$ cat src/rtl/dac_rx_pkg.sv
package dac_rx_pkg;

    typedef enum logic [1:0] {
        PM_ACTIVE   = 2'b00,
        PM_GND_LOW  = 2'b01,
        PM_GND_HIGH = 2'b10,
        PM_FLOAT    = 2'b11
    } pwr_mode_e;

    typedef struct packed {
        logic amp_en;
        logic term_1k;
        logic term_100k;
        logic out_hiz;
    } term_ctl_t;

    localparam int MODE_BITS = 2;

endpackage

$ cat src/rtl/dac_frame_shifter.sv
module dac_frame_shifter #(
    parameter int FRAME_BITS = 24,
    parameter int KEEP_BITS  = 18,
    localparam int CNT_W     = $clog2(FRAME_BITS)
) (
    input  logic                 rst_n,
    input  logic                 sclk,
    input  logic                 frame_n,
    input  logic                 sdat,
    output logic [KEEP_BITS-1:0] word_o,
    output logic                 last_o,
    output logic                 done_o
);

    typedef struct packed {
        logic [KEEP_BITS-2:0] sr;
        logic [CNT_W-1:0]     cnt;
        logic                 done;
    } shift_t;

    shift_t s_d, s_q;
    logic   frame_clr;
    logic   at_last;

    assign frame_clr = frame_n | ~rst_n;
    assign at_last   = (s_q.cnt == CNT_W'(FRAME_BITS - 1));

    always_comb begin
        s_d = s_q;
        if (!s_q.done) begin
            s_d.sr = {s_q.sr[KEEP_BITS-3:0], sdat};
            if (at_last) begin
                s_d.cnt  = '0;
                s_d.done = 1'b1;
            end else begin
                s_d.cnt = s_q.cnt + 1'b1;
            end
        end
    end

    always_ff @(negedge sclk or posedge frame_clr) begin
        if (frame_clr) begin
            s_q <= '0;
        end else begin
            s_q <= s_d;
        end
    end

    assign word_o = {s_q.sr, sdat};
    assign last_o = !s_q.done && at_last;
    assign done_o = s_q.done;

endmodule

$ cat src/rtl/dac_field_split.sv
module dac_field_split
    import dac_rx_pkg::*;
#(
    parameter int CODE_BITS = 16,
    localparam int KEEP_BITS = CODE_BITS + MODE_BITS
) (
    input  logic [KEEP_BITS-1:0] word_i,
    output logic [CODE_BITS-1:0] code_o,
    output pwr_mode_e            mode_o
);

    assign code_o = word_i[CODE_BITS-1:0];
    assign mode_o = pwr_mode_e'(word_i[KEEP_BITS-1:CODE_BITS]);

endmodule

$ cat src/rtl/dac_out_hold.sv
module dac_out_hold
    import dac_rx_pkg::*;
#(
    parameter int CODE_BITS = 16
) (
    input  logic                 rst_n,
    input  logic                 sclk,
    input  logic                 load_i,
    input  logic [CODE_BITS-1:0] code_i,
    input  pwr_mode_e            mode_i,
    output logic [CODE_BITS-1:0] code_o,
    output pwr_mode_e            mode_o
);

    typedef struct packed {
        logic [CODE_BITS-1:0] code;
        pwr_mode_e            mode;
    } hold_t;

    hold_t h_d, h_q;

    always_comb begin
        h_d = h_q;
        if (load_i) begin
            h_d.code = code_i;
            h_d.mode = mode_i;
        end
    end

    always_ff @(negedge sclk or negedge rst_n) begin
        if (!rst_n) begin
            h_q <= '0;
        end else begin
            h_q <= h_d;
        end
    end

    assign code_o = h_q.code;
    assign mode_o = h_q.mode;

endmodule

$ cat src/rtl/dac_term_decode.sv
module dac_term_decode
    import dac_rx_pkg::*;
(
    input  pwr_mode_e mode_i,
    output term_ctl_t ctl_o
);

    always_comb begin
        ctl_o = '0;
        unique case (mode_i)
            PM_ACTIVE:   ctl_o.amp_en    = 1'b1;
            PM_GND_LOW:  ctl_o.term_1k   = 1'b1;
            PM_GND_HIGH: ctl_o.term_100k = 1'b1;
            PM_FLOAT:    ctl_o.out_hiz   = 1'b1;
            default:     ctl_o.out_hiz   = 1'b1;
        endcase
    end

endmodule

$ cat src/rtl/dac_cmd_rx.sv
module dac_cmd_rx
    import dac_rx_pkg::*;
#(
    parameter int FRAME_BITS = 24,
    parameter int CODE_BITS  = 16
) (
    input  logic                 rst_n,
    input  logic                 sclk,
    input  logic                 frame_n,
    input  logic                 sdat,
    output logic [CODE_BITS-1:0] dac_code,
    output logic [1:0]           pwr_mode,
    output logic                 amp_en,
    output logic                 term_1k,
    output logic                 term_100k,
    output logic                 out_hiz
);

    localparam int KEEP_BITS = CODE_BITS + MODE_BITS;

    logic [KEEP_BITS-1:0] rx_word;
    logic                 frame_last;
    logic                 frame_done;
    logic                 load;
    logic [CODE_BITS-1:0] fld_code;
    pwr_mode_e            fld_mode;
    pwr_mode_e            mode_q;
    term_ctl_t            term;

    dac_frame_shifter #(
        .FRAME_BITS (FRAME_BITS),
        .KEEP_BITS  (KEEP_BITS)
    ) u_shift (
        .rst_n   (rst_n),
        .sclk    (sclk),
        .frame_n (frame_n),
        .sdat    (sdat),
        .word_o  (rx_word),
        .last_o  (frame_last),
        .done_o  (frame_done)
    );

    dac_field_split #(
        .CODE_BITS (CODE_BITS)
    ) u_split (
        .word_i (rx_word),
        .code_o (fld_code),
        .mode_o (fld_mode)
    );

    assign load = frame_last & ~frame_n;

    dac_out_hold #(
        .CODE_BITS (CODE_BITS)
    ) u_hold (
        .rst_n  (rst_n),
        .sclk   (sclk),
        .load_i (load),
        .code_i (fld_code),
        .mode_i (fld_mode),
        .code_o (dac_code),
        .mode_o (mode_q)
    );

    dac_term_decode u_term (
        .mode_i (mode_q),
        .ctl_o  (term)
    );

    assign pwr_mode  = mode_q;
    assign amp_en    = term.amp_en;
    assign term_1k   = term.term_1k;
    assign term_100k = term.term_100k;
    assign out_hiz   = term.out_hiz;

endmodule

$ cat config.mk
export PLATFORM = sky130hd
export DESIGN_NAME = dac_cmd_rx
export DESIGN_NICKNAME = d
export VERILOG_FILES = /design/src/rtl/dac_rx_pkg.sv /design/src/rtl/dac_frame_shifter.sv /design/src/rtl/dac_field_split.sv /design/src/rtl/dac_out_hold.sv /design/src/rtl/dac_term_decode.sv /design/src/rtl/dac_cmd_rx.sv
export SDC_FILE = /design/constraint.sdc
export NUM_CORES = 1
export LEC_CHECK = 0
export BUFFER_PORTS_ARGS = -buffer_cell sky130_fd_sc_hd__buf_2
export CORE_ASPECT_RATIO = 0.75
export CORE_MARGIN = 5
export CORE_UTILIZATION = 30
export DETAILED_ROUTE_END_ITERATION = 10
export PLACE_DENSITY = 0.51
export SLEW_MARGIN = 0
export SYNTH_ARGS = -nofsm -noshare
export SYNTH_HDL_FRONTEND = slang
export SYNTH_SLANG_ARGS = --single-unit
export TNS_END_PERCENT = 100
$ cat constraint.sdc
create_clock -name sclk -period 3.4 [get_ports sclk]
set_clock_uncertainty 0.1 [all_clocks]
set_input_delay 0.17 -clock sclk [delete_from_list [all_inputs] [get_ports sclk]]
set_output_delay 0.17 -clock sclk [all_outputs]
set_load 0.01 [all_outputs]
# Word-level counts from Yosys, hierarchy flattened
# Index checks and enable logic that the tools add are counted.
# W data, S select, Z words.
# op_classes
n_addsub,1
n_mul,0
n_div,0
n_lt_le_gt_ge,0
n_eq_ne,4
n_shift,0
muxes,7
n_bitwise,4
reduce_logical,3
# ops
cell,count
$mux W1,6
$add A5 B1 Y5 const B,1
$eq A5 B5 Y1 const B,1
$mux W5,1
$eq A2 B2 Y1 const B,2
$eq A2 B1 Y1 const B,1
$logic_not A2 Y1,1
$not A1 Y1,2
$and A1 B1 Y1,1
$logic_and A1 B1 Y1,1
$logic_not A1 Y1,1
$or A1 B1 Y1,1
# word_totals
register_bits,41
latchBits,0
ram_bits,0
mem_bits_ro,0
out_inout_bits,22
wordCells,24
mem_count,0

# Longest topological paths before layout
# Gate-level depths: netlist of run 1.
# depth
depth_word,3
depth_mapped,5
mapped_depth_nobuf,4

# Modules after synthesis
# Synthesis of run 1 repeated with hierarchy kept, for this count alone.
# unflattened
hier_cells,139
hier_area_um2,1963.1
# modules_own_cells
module,instances,cells_each,area_per_inst_um2,seq_area_each_um2
dac_frame_shifter,1,78,1066.0,575.6
dac_out_hold,1,38,721.9,450.4
dac_field_split,1,18,135.1,0.0
dac_term_decode,1,4,26.3,0.0
dac_cmd_rx,1,1,13.8,0.0

==> results of run 1 <==
## cells in the mapped netlist
cell and count:
a211oi_1 1, a21o_1 2, a311oi_1 1, a31o_2 1, and2_1 1, and2b_2 1, buf_2 2, buf_6 1
dfrtn_1 41, ha_1 1, mux2_2 27, mux2_4 10, nand2_1 1, nand4b_1 1, nand4b_4 1, nor2_1 1
nor2b_1 4, nor2b_4 1, xor2_1 1
## stage by stage
stage / worst slack [ns] / area [sq um] / cells / total power [mW] / util [%]
detailed placement: 0.363 / 1890 / 200 / 0.600 / 35.3
CTS: 0.384 / 1990 / 208 / 0.948 / 37.1
global route: 0.325 / 1990 / 208 / 0.970 / 37.1
finish: 0.397 / 1990 / 208 / 0.927 / 37.1
floorplan: 0.226 / 1660 / 99 / 0.567 / -
global placement: 0.372 / 1890 / 200 / 0.597 / 35.3
## power breakdown
group	internal (mW)	switching (mW)	total (mW)
Sequential	0.513	0.0138	0.527
Clock	0.183	0.156	0.339
Combinational	0.0327	0.0285	0.0613
Total	0.729	0.198	0.927
## critical path: cells and delay by family, from the launching register on
kind	cells	cell delay [ns]
buf+inv	1	0.13
flops	1	0.47
simple gates	1	0.14
## state kept, by name, indices dropped and copies added, names as in the netlist
name,count
u_hold.code_o,16
u_hold.mode_o,2
u_shift.done_o,1
u_shift.s_q,5
u_shift.word_o,17
## how the worst max path moves through the flow
stage / to / slack [ns] / cells after the start
after floorplan: u_shift.done_o / 0.23 / 1
after global placement: u_hold.code_o[4] / 0.37 / 4
after detailed placement: u_hold.code_o[0] / 0.36 / 4
after CTS: term_1k / 0.38 / 2
after global routing: term_1k / 0.33 / 2
final: term_1k / 0.40 / 2
## cell families after synthesis
family          Yosys count  share of synthesized area [%]
fa+ha+maj                 1                          0.755
simple gates             11                           5.66
mux                      37                           27.4
xor+xnor                  1                          0.529
compound gates            5                           2.42
flops                    41                           61.9
buf+inv                   3                           1.28
## layer usage
layer  vias to the layer above  global-route usage (%)  part of all wire [%]
li1                        419                       -                     -
met1                       454                    11.1                    47
met2                        25                    13.5                    45
met3                         6                    3.54                   6.1
met4                         0                    4.73                   2.1
met5                         -                       0                     0
## area by class of cell
cell class	count	area (sq um)	share of cell area, %
flip-flops and latches	41	1030	51.6
multi-input cells	55	612	30.8
repair buffers	29	155	7.80
clock buffers	7	96.3	4.85
well taps	75	93.8	4.72
clock inverters	1	5.00	0.252
==> metrics.md, run 1 <==
| Metric | Value |
|---|---|
| 1st-iter DRT viols | `15` |
| Max stage delay on crit path | `~0.47 ns` |
| RSZ-0062 raised after global routing | `false` |
| Startpoint type of the worst setup path | `flop` |
| Via count of the routed design | `904` |
| Worst Path Arrival | `2.73 ns` |
| FF+latch count, synth | `41` |
| Max-capacitance violation count | `0` |
| R2r worst-path depth | `4` |
| Per-cell routed wire length | `13.6 um` |
| Die footprint | `approximately 7100 sq um` |
| ANT nets after route | `0` |
| Critical path, cell by cell | `nor2b_1 > buf_2` |
| Largest net degree at the start of global routing | `24` |
| Critical-path top delay cell | `dfrtn_1` |
| Vias in the first global route | `956` |
| Commonest non-fill, non-tap cell in the layout | `dfrtn_1` |
| FF-to-FF Start | `u_shift.done_o` |
| Final #Nets | `137` |
| Hold-fix buffers at CTS | `0` |
| I/O Pins | `26` |
| Slew HR | `37.5%` |
| Num CTS Buffers | `5` |
| Syn-to-layout area delta | `20.0%` |
| CTS H-Tree Depth | `2` |
| Leak | `1.04 nW` |
| Max Transition Viols Final | `0` |
| Vias per cell | `4.35` |
| FF-to-FF End | `u_hold.code_o[4]` |
| Syn nets | `around 100` |
| CP Max Fanout | `6` |
| Outcome | `completed` |
| Starting density of the core | `30.9%` |
| Ranking of synthesized cells by area | `dfrtn_1 62%, mux2_2 18%, mux2_4 9.1%, nor2b_1 1.5%, nand4b_4 1.4%` |
| Antenna violations before repair | `0` |
| Congestion Overflow GR | `0` |
| Core area | `5350 sq um` |
| Avg Cell Area, Syn | `16.7 sq um` |
| Setup Viol. Count Final | `0` |
| Synth warnings | `0` |
| Post-Synthesis Cell Area | `roughly 1700 sq um` |
| Crit. End Element | `output pin` |
| CTS tree | `done` |
| First-pass GRT wire length | `4660 um` |
| Pwr/cell area | `466 nW/um^2` |
| Hold WC Path Type | `flop to flop` |
| IO buf count | `25` |
| Clock Tree Root | `clkbuf_8` |
| Final Hold Vio Count | `0` |
| Register area share after synthesis | `61.9%` |
| Ant. Diodes | `0` |
| Post-synth top area share | `61.9%` |
| CTS Sinks | `41` |
| CP Class | `flop to output pin` |
| Initial DRT Pass Iterations | `2` |
| Dpl hpwl | `1980 um` |
| Post-CTS setup buffers | `0` |
| Post-synth top area cell | `dfrtn_1` |
| Worst-case clock buffer depth | `2` |
| Share of cells above drive strength 1 | `59.4%` |
| Setup TNS | `0 ns` |
| Worst-margin pin slew | `0.937 ns` |
| Hold slack | `approximately 0.35 ns` |
| Critical Path RT | `3.13 ns` |
| Row count | `23` |
| Hold Path Depth | `1` |
| Peak supply drop | `0.000154 V` |
| Hold Path Origin | `u_hold.code_o[0]` |
| Number of distinct library cells after synthesis | `19` |
| Wirelength, routed | `2830 um` |
| Reg2Reg Setup Slack | `1.21 ns` |
| Chip Width | `about 96 um` |
| Gr usage total | `8.95%` |
| Post-CTS resize count | `0` |
| Hold-critical path endpoint | `u_hold.code_o[0]` |
| Leading cell types in the layout, fill and taps excluded | `41 x dfrtn_1, 27 x mux2_2, 25 x buf_2, 10 x mux2_4, 7 x clkbuf_8` |
| Die Ht | `74.4 um` |
| Clock transition at path regs | `roughly 0.050 ns` |
| Synthesized instance count | `roughly 100` |
| Drt drc | `0` |
| Clk_lat worst skew | `0.29 ns` |
| Final GP Congestion | `0.679` |
| Crit path launch | `u_hold.mode_o[0]` |
| FILL cells | `513` |
(Power assumes the default switching activity.)
==> inputs of run 2 (changes only) <==
--- a/config.mk
+++ b/config.mk
@@ -10,9 +10,10 @@
 export CORE_MARGIN = 5
 export CORE_UTILIZATION = 30
 export DETAILED_ROUTE_END_ITERATION = 10
-export PLACE_DENSITY = 0.51
+export PLACE_DENSITY = 0.5
 export SLEW_MARGIN = 0
 export SYNTH_ARGS = -nofsm -noshare
 export SYNTH_HDL_FRONTEND = slang
+export SYNTH_HIERARCHICAL = 1
 export SYNTH_SLANG_ARGS = --single-unit
 export TNS_END_PERCENT = 100
==> run 2 against run 1 <==
  * Combinational power increased by 2%
  * Largest cell class unchanged
  * Final area is 0.25% higher
  * Synthesized cell count grew 40%
  * Non-clock buffer count fell by 1
  * Worst setup slack got worse by 0.085 ns
  * Utilization shrank 5.6 points
  * Flip-flop and latch count stayed put
  * Highest routed layer unchanged
==> metrics.md, run 2 <==
| Metric | Value |
|---|---|
| Outcome | `completed (unchanged)` |
| Row count | `25 (was 23)` |
| Synth Flop Type | `dfrtn_1 (unchanged)` |
| Post-CTS setup buffers | `0 (unchanged)` |
| Register area share after synthesis | `52.3% (was 61.9%)` |
| Leak | `0.962 nW (was 1.04 nW)` |
| Clock transition at path regs | `0.05 ns (about the same)` |
| Final GP Congestion | `0.665 (was 0.679)` |
| CP Class | `flop to output pin (unchanged)` |
| Multi-input logic area | `612 sq um (unchanged)` |
| Die footprint | `8280 sq um (was 7120 sq um)` |
| FILL cells | `646 (was 513)` |
| RSZ-0062 raised after global routing | `false (unchanged)` |
| Slew HR | `42.6% (was 37.5%)` |
| Setup TNS | `0 ns (unchanged)` |
| Gr usage total | `7.51% (was 8.95%)` |
| I/O Pins | `26 (unchanged)` |
| Num CTS Buffers | `5 (unchanged)` |
| Commonest cells post-synth | `41 x dfrtn_1, 36 x buf_4, 26 x mux2_2 (was 41 x dfrtn_1, 27 x mux2_2, 10 x mux2_4)` |
| Syn nets | `144 (was 104)` |
| Largest net degree at the start of global routing | `24 (unchanged)` |
| Post-synth top area share | `52.3% (was 61.9%)` |
| IO buf count | `25 (unchanged)` |
| FF+latch count, synth | `41 (unchanged)` |
| R2r worst-path depth | `5 (was 4)` |
| CTS tree | `done (unchanged)` |
| Post-synth top area cell | `dfrtn_1 (unchanged)` |
| Die Ht | `80.1 um (was 74.4 um)` |
| FF-to-FF End | `u_hold/mode_o[1] (was u_hold.code_o[4])` |
| Ranking of synthesized cells by area | `dfrtn_1 52%, mux2_2 15%, buf_4 14%, mux2_4 7.6%, buf_6 1.7% (was dfrtn_1 62%, mux2_2 18%, mux2_4 9.1%, nor2b_1 1.5%, nand4b_4 1.4%)` |
| Max FFs per register | `17 (unchanged)` |
| Antenna violations before repair | `0 (unchanged)` |
| Commonest non-fill, non-tap cell in the layout | `dfrtn_1 (unchanged)` |
| Dpl hpwl | `2120 um (was 1980 um)` |
| Crit. End Element | `output pin (unchanged)` |
| Hold Path Origin | `u_hold/code_o[15] (was u_hold.code_o[0])` |
| Starting density of the core | `31.1% (was 30.9%)` |
| Share of cells above drive strength 1 | `58.2% (was 59.4%)` |
| Post-CTS resize count | `0 (unchanged)` |
| Reg2Reg Setup Slack | `1.22 ns (was 1.21 ns)` |
| Avg Cell Area, Syn | `14.1 sq um (was 16.7 sq um)` |
| Worst-margin pin slew | `0.862 ns (was 0.937 ns)` |
| Max Transition Viols Final | `0 (unchanged)` |
| Critical Path RT | `3.13 ns (about the same)` |
| Hold-critical path endpoint | `u_hold/code_o[15] (was u_hold.code_o[0])` |
| Number of distinct library cells after synthesis | `23 (was 19)` |
| 1st-iter DRT viols | `15 (unchanged)` |
| Hold WC Path Type | `flop to flop (unchanged)` |
| Worst-case clock buffer depth | `2 (unchanged)` |
| Clk_lat worst skew | `0.29 ns (about the same)` |
| Core area | `6320 sq um (was 5350 sq um)` |
| Ant. Diodes | `0 (unchanged)` |
| Synth warnings | `6 (was 0)` |
| Drt drc | `0 (unchanged)` |
| Final Hold Vio Count | `0 (unchanged)` |
| First-pass GRT wire length | `4660 um (unchanged)` |
| EDFF count, synth | `0 (unchanged)` |
| Leading cell types in the layout, fill and taps excluded | `41 x dfrtn_1, 26 x mux2_2, 25 x buf_2, 10 x mux2_4, 6 x clkbuf_8 (was 41 x dfrtn_1, 27 x mux2_2, 25 x buf_2, 10 x mux2_4, 7 x clkbuf_8)` |
| Per-cell routed wire length | `13.0 um (was 13.6 um)` |
| Async SR Flop Fraction | `100% (unchanged)` |
| Final #Nets | `139 (was 137)` |
| Congestion Overflow GR | `0 (unchanged)` |
| Final core utilization | `31.5% (was 37.1%)` |
| Startpoint type of the worst setup path | `flop (unchanged)` |
| Syn-to-layout area delta | `1.53% (was 20.0%)` |
| Pwr/cell area | `454 nW/um^2 (was 466 nW/um^2)` |
| Count leader, synth | `dfrtn_1 (unchanged)` |
| Vias in the first global route | `919 (was 956)` |
| CP Max Fanout | `6 (unchanged)` |
| Worst Path Arrival | `2.82 ns (was 2.73 ns)` |
| Max-capacitance violation count | `0 (unchanged)` |
| ANT nets after route | `0 (unchanged)` |
| Hold Path Depth | `1 (unchanged)` |
| Wirelength, routed | `2810 um (was 2830 um)` |
| CTS H-Tree Depth | `2 (unchanged)` |
| Chip Width | `103 um (was 95.8 um)` |
| Register area | `1030 sq um (unchanged)` |
| Via count of the routed design | `900 (was 904)` |
| Hold-fix buffers at CTS | `0 (unchanged)` |
| Vias per cell | `4.19 (was 4.35)` |
| Clock Tree Root | `clkbuf_8 (unchanged)` |
| FF-to-FF Start | `u_shift/done_o (was u_shift.done_o)` |
| Initial DRT Pass Iterations | `4 (was 2)` |
| CTS Sinks | `41 (unchanged)` |
| Post-Synthesis Cell Area | `1960 sq um (was 1660 sq um)` |
| Setup Viol. Count Final | `0 (unchanged)` |
| Peak supply drop | `0.000158 V (was 0.000154 V)` |
| Synthesized instance count | `139 (was 99)` |
run 2: worst max-delay path, stage by stage, from the launching register on:
cell and delay (ns):
dfrtn_1 0.47, and2b_2 0.23, buf_2 0.14
run 2: cell type report:
type	count	area share, %
multi-input cells	57	30.7
clock inverters	1	0.377
repair buffers	28	8.04
inverters	1	0.188
flip-flops and latches	41	51.5
clock buffers	6	4.14
well taps	81	5.08
run 2: layer usage:
layer  up-vias  GRT usage (%)  part of all wire (%)
li1        418              -                     -
met1       449           10.8                    50
met2        29           9.80                    40
met3         4           3.21                   8.6
met4         0           2.72                   1.1
met5         -              0                     0
run 2: worst max-delay path by stage:
stage / startpoint / to / cells after the start
5_1_grt: u_hold/mode_o[1] / term_1k / 2
6_report: u_hold/mode_o[1] / term_1k / 2
4_1_cts: u_hold/mode_o[1] / term_1k / 2
3_3_place_gp: frame_n / u_hold/mode_o[1] / 4
2_1_floorplan: rst_n / u_shift/done_o / 1
3_5_place_dp: frame_n / u_hold/code_o[0] / 4
run 2: cells by family (layout without fill, tap and decap cells):
group           count (synthesis)  count (layout)  share of synthesized area, %
mux                            36              36                          22.6
flops                          41              41                          52.3
fa+ha+maj                       1               1                         0.637
buf+inv                        41              36                          16.7
xor+xnor                        2               2                         0.892
compound gates                  3               3                          1.21
simple gates                   15              15                          5.74
run 2: report_power, final:
part | internal, mW | switching [mW] | total [mW]
Sequential | 0.513 | 0.0140 | 0.527
Combinational | 0.0333 | 0.0291 | 0.0624
Clock | 0.160 | 0.156 | 0.316
Total | 0.707 | 0.199 | 0.906
run 2: through the flow:
stage	hold WS (ns)	area, sq um	worst slack [ns]	power [mW]	cells
floorplan	0.306	1960	0.226	0.596	139
global placement	0.333	1900	0.384	0.598	208
detailed placement	0.356	1900	0.359	0.601	208
CTS	0.356	1990	0.298	0.924	215
global route	0.363	1990	0.253	0.959	215
finish	0.350	1990	0.312	0.906	215
==> inputs of run 3 (changes only) <==
--- a/config.mk
+++ b/config.mk
@@ -8,9 +8,9 @@
 export BUFFER_PORTS_ARGS = -buffer_cell sky130_fd_sc_hd__buf_2
 export CORE_ASPECT_RATIO = 0.75
 export CORE_MARGIN = 5
-export CORE_UTILIZATION = 30
+export CORE_UTILIZATION = 35
 export DETAILED_ROUTE_END_ITERATION = 10
-export PLACE_DENSITY = 0.5
+export PLACE_DENSITY = 0.56
 export SLEW_MARGIN = 0
 export SYNTH_ARGS = -nofsm -noshare
 export SYNTH_HDL_FRONTEND = slang
==> run 3 against run 2 <==
  * Non-clock buffer count stayed put
  * Cell count is 2.3% lower
  * Global-route usage is 0.96 points higher
  * Flip-flop and latch count stayed put
  * Critical path type unchanged
==> metrics.md, run 3 (same netlist as run 2, synthesis figures left out) <==
| Metric | Value |
|---|---|
| Outcome | `completed (unchanged)` |
| Drt drc | `0 (unchanged)` |
| Peak supply drop | `0.000255 V (was 0.000158 V)` |
| Gr usage total | `8.48% (was 7.51%)` |
| CTS H-Tree Depth | `2 (unchanged)` |
| Final core utilization | `37.4% (was 31.5%)` |
| IO buf count | `25 (unchanged)` |
| Dpl hpwl | `2030 um (was 2120 um)` |
| Worst Path Arrival | `2.82 ns (about the same)` |
| Max Transition Viols Final | `0 (unchanged)` |
| Vias in the first global route | `895 (was 919)` |
| Worst-case clock buffer depth | `2 (unchanged)` |
| CP Max Fanout | `6 (unchanged)` |
| Max FFs per register | `17 (unchanged)` |
| Num CTS Buffers | `5 (unchanged)` |
| Largest net degree at the start of global routing | `24 (unchanged)` |
| Antenna violations before repair | `0 (unchanged)` |
| Die Ht | `74.9 um (was 80.1 um)` |
| Share of cells above drive strength 1 | `57.8% (was 58.2%)` |
| Slew HR | `44.7% (was 42.6%)` |
| Final #Nets | `139 (unchanged)` |
| Clk_lat worst skew | `0.29 ns (about the same)` |
| Clock Tree Root | `clkbuf_8 (unchanged)` |
| Post-CTS setup buffers | `0 (unchanged)` |
| Vias per cell | `4.19 (about the same)` |
| Leak | `0.977 nW (was 0.962 nW)` |
| ANT nets after route | `0 (unchanged)` |
| 1st-iter DRT viols | `21 (was 15)` |
| Hold Path Depth | `1 (unchanged)` |
| Ant. Diodes | `0 (unchanged)` |
| Via count of the routed design | `879 (was 900)` |
| RSZ-0062 raised after global routing | `false (unchanged)` |
| Congestion Overflow GR | `0 (unchanged)` |
| Startpoint type of the worst setup path | `flop (unchanged)` |
| Final GP Congestion | `0.645 (was 0.665)` |
| Leading cell types in the layout, fill and taps excluded | `41 x dfrtn_1, 26 x mux2_2, 25 x buf_2, 10 x mux2_4, 6 x clkbuf_8 (unchanged)` |
| Hold Path Origin | `u_shift/s_q[1] (was u_hold/code_o[15])` |
| Setup TNS | `0 ns (unchanged)` |
| Syn-to-layout area delta | `2.49% (was 1.53%)` |
| Setup Viol. Count Final | `0 (unchanged)` |
| R2r worst-path depth | `5 (unchanged)` |
| I/O Pins | `26 (unchanged)` |
| Per-cell routed wire length | `13.2 um (was 13.0 um)` |
| Max-capacitance violation count | `0 (unchanged)` |
| Core area | `5380 sq um (was 6320 sq um)` |
| Commonest non-fill, non-tap cell in the layout | `dfrtn_1 (unchanged)` |
| Post-CTS resize count | `0 (unchanged)` |
| Clock transition at path regs | `0.05 ns (about the same)` |
| CP Class | `flop to output pin (unchanged)` |
| Crit path launch | `u_hold/mode_o[1] (unchanged)` |
| Critical Path RT | `3.13 ns (about the same)` |
| Hold WC Path Type | `flop to flop (unchanged)` |
| Overall Power | `0.980 mW (was 0.906 mW)` |
| Chip Width | `96.5 um (was 103 um)` |
| Starting density of the core | `36.5% (was 31.1%)` |
| CTS tree | `done (unchanged)` |
| Initial DRT Pass Iterations | `4 (unchanged)` |
| Die footprint | `7220 sq um (was 8280 sq um)` |
| Pwr/cell area | `487 nW/um^2 (was 454 nW/um^2)` |
| Crit. End Element | `output pin (unchanged)` |
| First-pass GRT wire length | `4470 um (was 4660 um)` |
| CTS Sinks | `41 (unchanged)` |
| Worst-margin pin slew | `0.829 ns (was 0.862 ns)` |
| Hold-fix buffers at CTS | `0 (unchanged)` |
| Row count | `23 (was 25)` |
| Final Hold Vio Count | `0 (unchanged)` |
| Wirelength, routed | `2770 um (was 2810 um)` |
| FF-to-FF Start | `u_shift/done_o (unchanged)` |
## run 3: changes by cell type in the layout (fill, tap and decap cells not counted), sizes merged
| cell | before | now |
|---|---|---|
| bufinv | 0 | 1 |
| clkbuf | 6 | 7 |
| clkinvlp | 1 | 0 |
## run 3: metrics by stage
step	instances	worst slack (ns)	area (sq um)	hold slack (ns)
CTS	210	0.295	2010	0.341
global placement	202	0.497	1900	0.322
floorplan	139	0.226	1960	0.306
detailed placement	202	0.477	1900	0.335
finish	210	0.314	2010	0.337
global route	210	0.269	2010	0.365
## run 3: layout make-up
class	instances	area [sq um]
multi-input cells	57	612
fillers	522	3370
repair buffers	28	160
flip-flops and latches	41	1030
clock inverters	1	30.0
inverters	1	3.75
clock buffers	7	86.3
well taps	75	93.8
## run 3: worst max-delay path, cell delays in order, from the launching register on
cell and delay [ns]:
dfrtn_1 0.47, and2b_2 0.23, buf_2 0.13
## run 3: metal layers
| metal | vias to the layer above | global-route usage, % | wire, um | share of wire [%] |
|---|---|---|---|---|
| li1 | 417 | - | - | - |
| met1 | 433 | 11.4 | 1390 | 50 |
| met2 | 24 | 11.9 | 1140 | 41 |
| met3 | 5 | 3.70 | 208 | 7.5 |
| met4 | 0 | 3.73 | 42 | 1.5 |
| met5 | - | 0 | 0 | 0 |
## run 3: final timing paths
path | to | slack, ns
setup / recovery | term_1k | 0.31
hold reg to reg | u_shift/s_q[1] | 0.34
min in group asynchronous | u_hold/code_o[7] | 1.39
max in group asynchronous | u_shift/word_o[6] | 1.40
hold / removal | u_shift/s_q[1] | 0.34
setup reg to reg | u_hold/code_o[8] | 1.31
## run 3: power by group
group          leakage, nW  internal, mW  switching (mW)
logic                0.399        0.0317          0.0285
clock network       0.0585         0.239           0.153
registers            0.520         0.513          0.0140
